### src/rtl/dacbank_pkg.sv
package dacbank_pkg;

    localparam int DEF_NUM_CH = 8;
    localparam int DEF_CODE_W = 13;

    // Sampled bus strobes, all active low
    typedef struct packed {
        logic sel_n;
        logic wr_n;
        logic ld_n;
        logic clr_n;
    } strobe_t;

    function automatic logic write_open(strobe_t s);
        return !s.sel_n && !s.wr_n;
    endfunction

    function automatic logic load_open(strobe_t s);
        return !s.ld_n;
    endfunction

endpackage

### src/rtl/dacbank_in_stage.sv
module dacbank_in_stage
    import dacbank_pkg::*;
#(
    parameter int NUM_CH = DEF_NUM_CH,
    parameter int CODE_W = DEF_CODE_W,
    parameter int ADDR_W = $clog2(NUM_CH)
) (
    input  logic              clk,
    input  logic              rst,
    input  logic              wr_en,
    input  logic [ADDR_W-1:0] addr,
    input  logic [CODE_W-1:0] data,
    output logic [CODE_W-1:0] in_next [NUM_CH],
    output logic [CODE_W-1:0] in_q    [NUM_CH]
);

    for (genvar i = 0; i < NUM_CH; i++) begin : g_ch
        logic hit;

        always_comb begin
            hit        = wr_en && (addr == ADDR_W'(i));
            in_next[i] = hit ? data : in_q[i];
        end

        always_ff @(posedge clk) begin
            if (rst) in_q[i] <= '0;
            else     in_q[i] <= in_next[i];
        end

        AST_WRITE_LANDS: assert property (@(posedge clk) disable iff (rst)
            (wr_en && addr == ADDR_W'(i)) |=> (in_q[i] == $past(data)))
            else $error("write did not land");

        AST_INPUT_HOLDS: assert property (@(posedge clk) disable iff (rst)
            !(wr_en && addr == ADDR_W'(i)) |=> $stable(in_q[i]))
            else $error("unaddressed input register moved");
    end

endmodule

### src/rtl/dacbank_out_stage.sv
module dacbank_out_stage
    import dacbank_pkg::*;
#(
    parameter int NUM_CH = DEF_NUM_CH,
    parameter int CODE_W = DEF_CODE_W
) (
    input  logic              clk,
    input  logic              rst,
    input  logic              load_en,
    input  logic [CODE_W-1:0] in_next [NUM_CH],
    output logic [CODE_W-1:0] out_q   [NUM_CH]
);

    for (genvar i = 0; i < NUM_CH; i++) begin : g_ch
        always_ff @(posedge clk) begin
            if (rst)          out_q[i] <= '0;
            else if (load_en) out_q[i] <= in_next[i];
        end

        AST_OUT_HOLDS: assert property (@(posedge clk) disable iff (rst)
            !load_en |=> $stable(out_q[i]))
            else $error("output register moved without load");
    end

endmodule

### src/rtl/dacbank_clear_mask.sv
module dacbank_clear_mask
    import dacbank_pkg::*;
#(
    parameter int NUM_CH = DEF_NUM_CH,
    parameter int CODE_W = DEF_CODE_W
) (
    input  logic                     clk,
    input  logic                     rst,
    input  logic                     clr_n,
    input  logic [CODE_W-1:0]        out_q [NUM_CH],
    output logic [NUM_CH*CODE_W-1:0] code_o,
    output logic [NUM_CH-1:0]        force_o
);

    logic force_q;

    always_ff @(posedge clk) begin
        if (rst) force_q <= 1'b0;
        else     force_q <= !clr_n;
    end

    for (genvar i = 0; i < NUM_CH; i++) begin : g_ch
        assign code_o[i*CODE_W +: CODE_W] = force_q ? '0 : out_q[i];
        assign force_o[i]                 = force_q;
    end

endmodule

### src/rtl/dac_dbuf_bank.sv
module dac_dbuf_bank
    import dacbank_pkg::*;
#(
    parameter int NUM_CH = DEF_NUM_CH,
    parameter int CODE_W = DEF_CODE_W,
    localparam int ADDR_W = $clog2(NUM_CH),
    localparam int BUS_W  = NUM_CH * CODE_W
) (
    input  logic              clk,
    input  logic              rst,
    input  logic              sel_n,
    input  logic              wr_n,
    input  logic              ld_n,
    input  logic              clr_n,
    input  logic [ADDR_W-1:0] addr_i,
    input  logic [CODE_W-1:0] data_i,
    output logic [BUS_W-1:0]  chan_code_o,
    output logic [NUM_CH-1:0] force_gnd_o
);

    strobe_t           stb;
    logic              wr_en;
    logic              load_en;
    logic [CODE_W-1:0] in_next [NUM_CH];
    logic [CODE_W-1:0] in_q    [NUM_CH];
    logic [CODE_W-1:0] out_q   [NUM_CH];

    always_comb begin
        stb     = '{sel_n: sel_n, wr_n: wr_n, ld_n: ld_n, clr_n: clr_n};
        wr_en   = write_open(stb);
        load_en = load_open(stb);
    end

    dacbank_in_stage #(.NUM_CH(NUM_CH), .CODE_W(CODE_W), .ADDR_W(ADDR_W)) u_in (
        .clk(clk), .rst(rst), .wr_en(wr_en), .addr(addr_i), .data(data_i),
        .in_next(in_next), .in_q(in_q)
    );

    dacbank_out_stage #(.NUM_CH(NUM_CH), .CODE_W(CODE_W)) u_out (
        .clk(clk), .rst(rst), .load_en(load_en), .in_next(in_next), .out_q(out_q)
    );

    dacbank_clear_mask #(.NUM_CH(NUM_CH), .CODE_W(CODE_W)) u_mask (
        .clk(clk), .rst(rst), .clr_n(clr_n), .out_q(out_q),
        .code_o(chan_code_o), .force_o(force_gnd_o)
    );

    AST_RESET_ZEROES: assert property (@(posedge clk)
        rst |=> (chan_code_o == '0 && force_gnd_o == '0))
        else $error("reset left state behind");

    AST_CLEAR_FORCES: assert property (@(posedge clk) disable iff (rst)
        !clr_n |=> (force_gnd_o == '1 && chan_code_o == '0))
        else $error("clear did not force outputs");

    for (genvar i = 0; i < NUM_CH; i++) begin : g_chk
        AST_LOAD_FOLLOWS: assert property (@(posedge clk) disable iff (rst)
            !ld_n |=> (out_q[i] == in_q[i]))
            else $error("load did not copy input stage");

        AST_PASS_THROUGH: assert property (@(posedge clk) disable iff (rst)
            (!sel_n && !wr_n && !ld_n && clr_n && addr_i == ADDR_W'(i))
            |=> (chan_code_o[i*CODE_W +: CODE_W] == $past(data_i)))
            else $error("same-cycle write and load did not pass through");

        AST_CLEAR_RESUMES: assert property (@(posedge clk) disable iff (rst)
            clr_n |=> (chan_code_o[i*CODE_W +: CODE_W] == out_q[i] && !force_gnd_o[i]))
            else $error("channel did not resume held code");
    end

endmodule

### config.mk
export PLATFORM = sky130hd
export DESIGN_NAME = dac_dbuf_bank
export DESIGN_NICKNAME = d
export VERILOG_FILES = /design/src/rtl/dacbank_pkg.sv /design/src/rtl/dacbank_in_stage.sv /design/src/rtl/dacbank_out_stage.sv /design/src/rtl/dacbank_clear_mask.sv /design/src/rtl/dac_dbuf_bank.sv
export SDC_FILE = /design/constraint.sdc
export NUM_CORES = 1
export LEC_CHECK = 0
export BUFFER_PORTS_ARGS = -buffer_cell sky130_fd_sc_hd__buf_2
export CORE_AREA = 2 2 158 160
export CTS_CLUSTER_SIZE = 28
export DETAILED_ROUTE_END_ITERATION = 16
export DIE_AREA = 0 0 160 162
export GPL_ROUTABILITY_DRIVEN = 0
export SKIP_LAST_GASP = 1
export SLEW_MARGIN = 20
export SYNTH_ARGS = -nofsm -noshare
export SYNTH_HDL_FRONTEND = slang
export SYNTH_SLANG_ARGS = --single-unit
### constraint.sdc
create_clock -name clk -period 3.6 [get_ports clk]
set_clock_uncertainty 0.15 [all_clocks]
set_input_delay 0.36 -clock clk [delete_from_list [all_inputs] [get_ports clk]]
set_output_delay 0.36 -clock clk [all_outputs]
set_load 0.01 [all_outputs]
==> reports/results.ini <==
[final_layout]
layout.nets=1041
nFillCells=2522
insertedDiodeCount=0
fin_util_pct=40.4
drive_gt1_share_pct=18.0
fin_cells=1354
syn2layout_area_growth_pct=16.0

[synth]
synth_fa_ha_area_share_pct=0
synth_compound_area_share_pct=23.3
ys_seq_elements=209
synthesis.nets=988
synth_xor_area_share_pct=0
synth-simple-area-share_pct=19.7
ys_types=22
synth_area_mm2=0.00839
netlist_instances=966
synth.avg_cell_area_um2=8.68
synthMuxAreaShare_pct=0
ys_seq_area_share_pct=49.9
synth-warning-count=0
synth_top_family_by_area=compound AO/OA/AOI/OAI gates

[power_and_ir_drop]
switching_share_pct=24.5
switchingPower_w=0.00125
p_total_w=0.00508
power_density_mw_per_mm2=522
power_frac_seq_pct=48.0
p_leak_nw=3.64
intPower_w=0.00383
peakVddDrop_uv=241
pwr-share-comb_pct=9.0
clkPwrFrac_pct=43.0

[timing]
final-hold-violation-count=0
slew_headroom_pct=29.7
final.setup.tns_ns=0
tightestPinTransition_ns=1.06
fin_crit_ns=2.31
drv_slew=0
post-route-period-util_pct=64.2
setup_viol_count_final=0
grt_setup_unrepaired=false
fmax_mhz=433

[worst_hold_path]
hp-start=data_i[12]
min_path_type=in2reg
min_to=u_in.in_q[38]
holdPathStages=3

[grt]
grt_pass1_wl_um=36600
grt.overflow.total=0
grt_max_degree=97
grtUsageTotal_pct=17.6
antenna_found_initial=2
grt_pass1_vias=6292

[floorplanning]
die-area_mm2=0.0259
die_h_um=162
io_pins=134
die_w_um=160
core_area_mm2=0.0241
initial_core_util_pct=34.8
row_count=57

[clocking]
cts_inserted_buffers=22
cts-root-buf=clkbuf_16
clock_sinks=209
htreeDepth=1
clkLatencyLatePin_ns=0.50
cts_buffer_depth=3
cts_tree=built
clk_pin_slew_ns=0.06

[routing]
wire_per_inst_um=17.6
drt_iter0_markers=832
via_per_inst=5.31
first_pass_iters=5
vias=7190
drc=0
antenna_left=0
wl_um=23800

[critical_path]
r2r-end=u_out.out_q[2]
cp_data_required_time_ns=3.09
cp_data_arrival_time_ns=1.80
critPathLaunchType=register
criticalPathCategory=reg2out
rrSetupSlack_ns=2.58
r2r-start=u_in.in_q[2]
slowest_stage=dfxtp_4
crit_chain=buf_12, nor2b_1, buf_2
worstPathMaxFanout=60
ff2ff_path_depth=2
cp_num_buf_inv=2
worst_path_dominant_cell_family=flip-flops
max_stage_delay_ns=0.68
crit_path_end_kind=output port

[flow_run]
cap_violations=0

[outcome]
outcome=complete, no violations

[placement]
io_buffers=133
hpwlAfterDp_um=13900
place_inst=1318

[through the flow]
stage / area (µm²) / setup slack, ns / hold slack (ns)
6_report: 9730 / 1.29 / 0.116
5_1_grt: 9730 / 1.14 / 0.121
4_1_cts: 9730 / 1.21 / 0.102
3_5_place_dp: 9040 / 1.31 / 0.322
3_3_place_gp: 9040 / 1.32 / 0.320
2_1_floorplan: 8390 / 1.91 / 0.282
[power by group through the flow]
stage               registers (W)  logic, W  clock network, W
floorplan                 0.00246  0.000323                 0
global placement          0.00249  0.000454                 0
detailed placement        0.00249  0.000458                 0
CTS                       0.00244  0.000460           0.00223
global route              0.00244  0.000503           0.00232
finish                    0.00244  0.000456           0.00218
[repair_timing]
item,4_1_cts,5_1_grt
endpoints found under the setup margin,0,0
hold buffers,1,0
setup buffers,0,0
hold endpoints to repair,1,0
gates resized for setup,0,0
[layout make-up]
cell class | count | area (µm²) | share of cell area (%)
multi-input combinational | 637 | 3620 | 37.2
timing repair buffer | 148 | 825 | 8.47
inverter | 1 | 8.76 | 0.0900
clock inverter | 4 | 51.3 | 0.527
tap | 324 | 405 | 4.16
sequential | 209 | 4190 | 43.0
clock buffer | 31 | 636 | 6.53
[routing by layer]
layer  wire (µm)  track usage (%)  vias up
met2       10500             27.3      228
met5          13                0        -
met1       11100             25.5     3364
li1            -                -     3572
met3        1820             3.65       24
met4         260             3.40        2
[registers in the layout, summed over array words and instances (netlist names)]
register        cells
u_in.in_q         104
u_mask.force_q      1
u_out.out_q       104
[logic make-up after synthesis]
family                 Yosys count
AOI/OAI and AO/OA              312
buffers and inverters          120
DFF                            209
and+or+nand+nor                325
[worst max-delay path by stage]
stage | startpoint | endpoint | slack [ns] | depth (start not counted)
after floorplan | u_mask.force_q | chan_code_o[101] | 1.91 | 3
after global placement | wr_n | u_out.out_q[32] | 1.32 | 4
after detailed placement | wr_n | u_out.out_q[31] | 1.31 | 4
after CTS | u_mask.force_q | chan_code_o[90] | 1.21 | 3
after global routing | u_mask.force_q | chan_code_o[90] | 1.14 | 3
final | u_mask.force_q | chan_code_o[90] | 1.29 | 3
[placed cells by master, fill, tap and decap left out, types with 5 or more instances in the layout]
cell,netlist,final
dfxtp_1,209,208
buf_2,27,132
nor2_1,105,105
nor2b_1,106,104
nand3_1,104,104
a21oi_1,104,104
a311oi_1,104,104
o21ai_0,63,63
o21ai_1,41,41
clkbuf_16,0,23
buf_4,10,11
clkbuf_1,72,5
[tightest hold or removal path: stages]
cell     delay, ns
buf_2         0.18
nand3_1       0.11
a21oi_1       0.06
[cell usage after synthesis]
| library cell | n | area share [%] |
|---|---|---|
| dfxtp_1 | 209 | 50 |
| nor2b_1 | 106 | 7.9 |
| nor2_1 | 105 | 4.7 |
| a21oi_1 | 104 | 6.2 |
| a311oi_1 | 104 | 11 |
| nand3_1 | 104 | 6.2 |
| clkbuf_1 | 72 | 3.2 |
| o21ai_0 | 63 | 3.8 |
| o21ai_1 | 41 | 2.4 |
| buf_2 | 27 | 1.6 |
| buf_4 | 10 | 0.89 |
| buf_6 | 10 | 1.3 |
| nand2b_1 | 2 | 0.15 |
| and2_1 | 1 | 0.075 |
| inv_2 | 1 | 0.045 |
| nand2_1 | 1 | 0.045 |
| nor2_2 | 1 | 0.075 |
| nor3_2 | 1 | 0.12 |
| nor3b_4 | 1 | 0.22 |
| or2_1 | 1 | 0.075 |
| or3_1 | 1 | 0.075 |
| or3b_1 | 1 | 0.10 |
(Power assumes the default switching activity.)
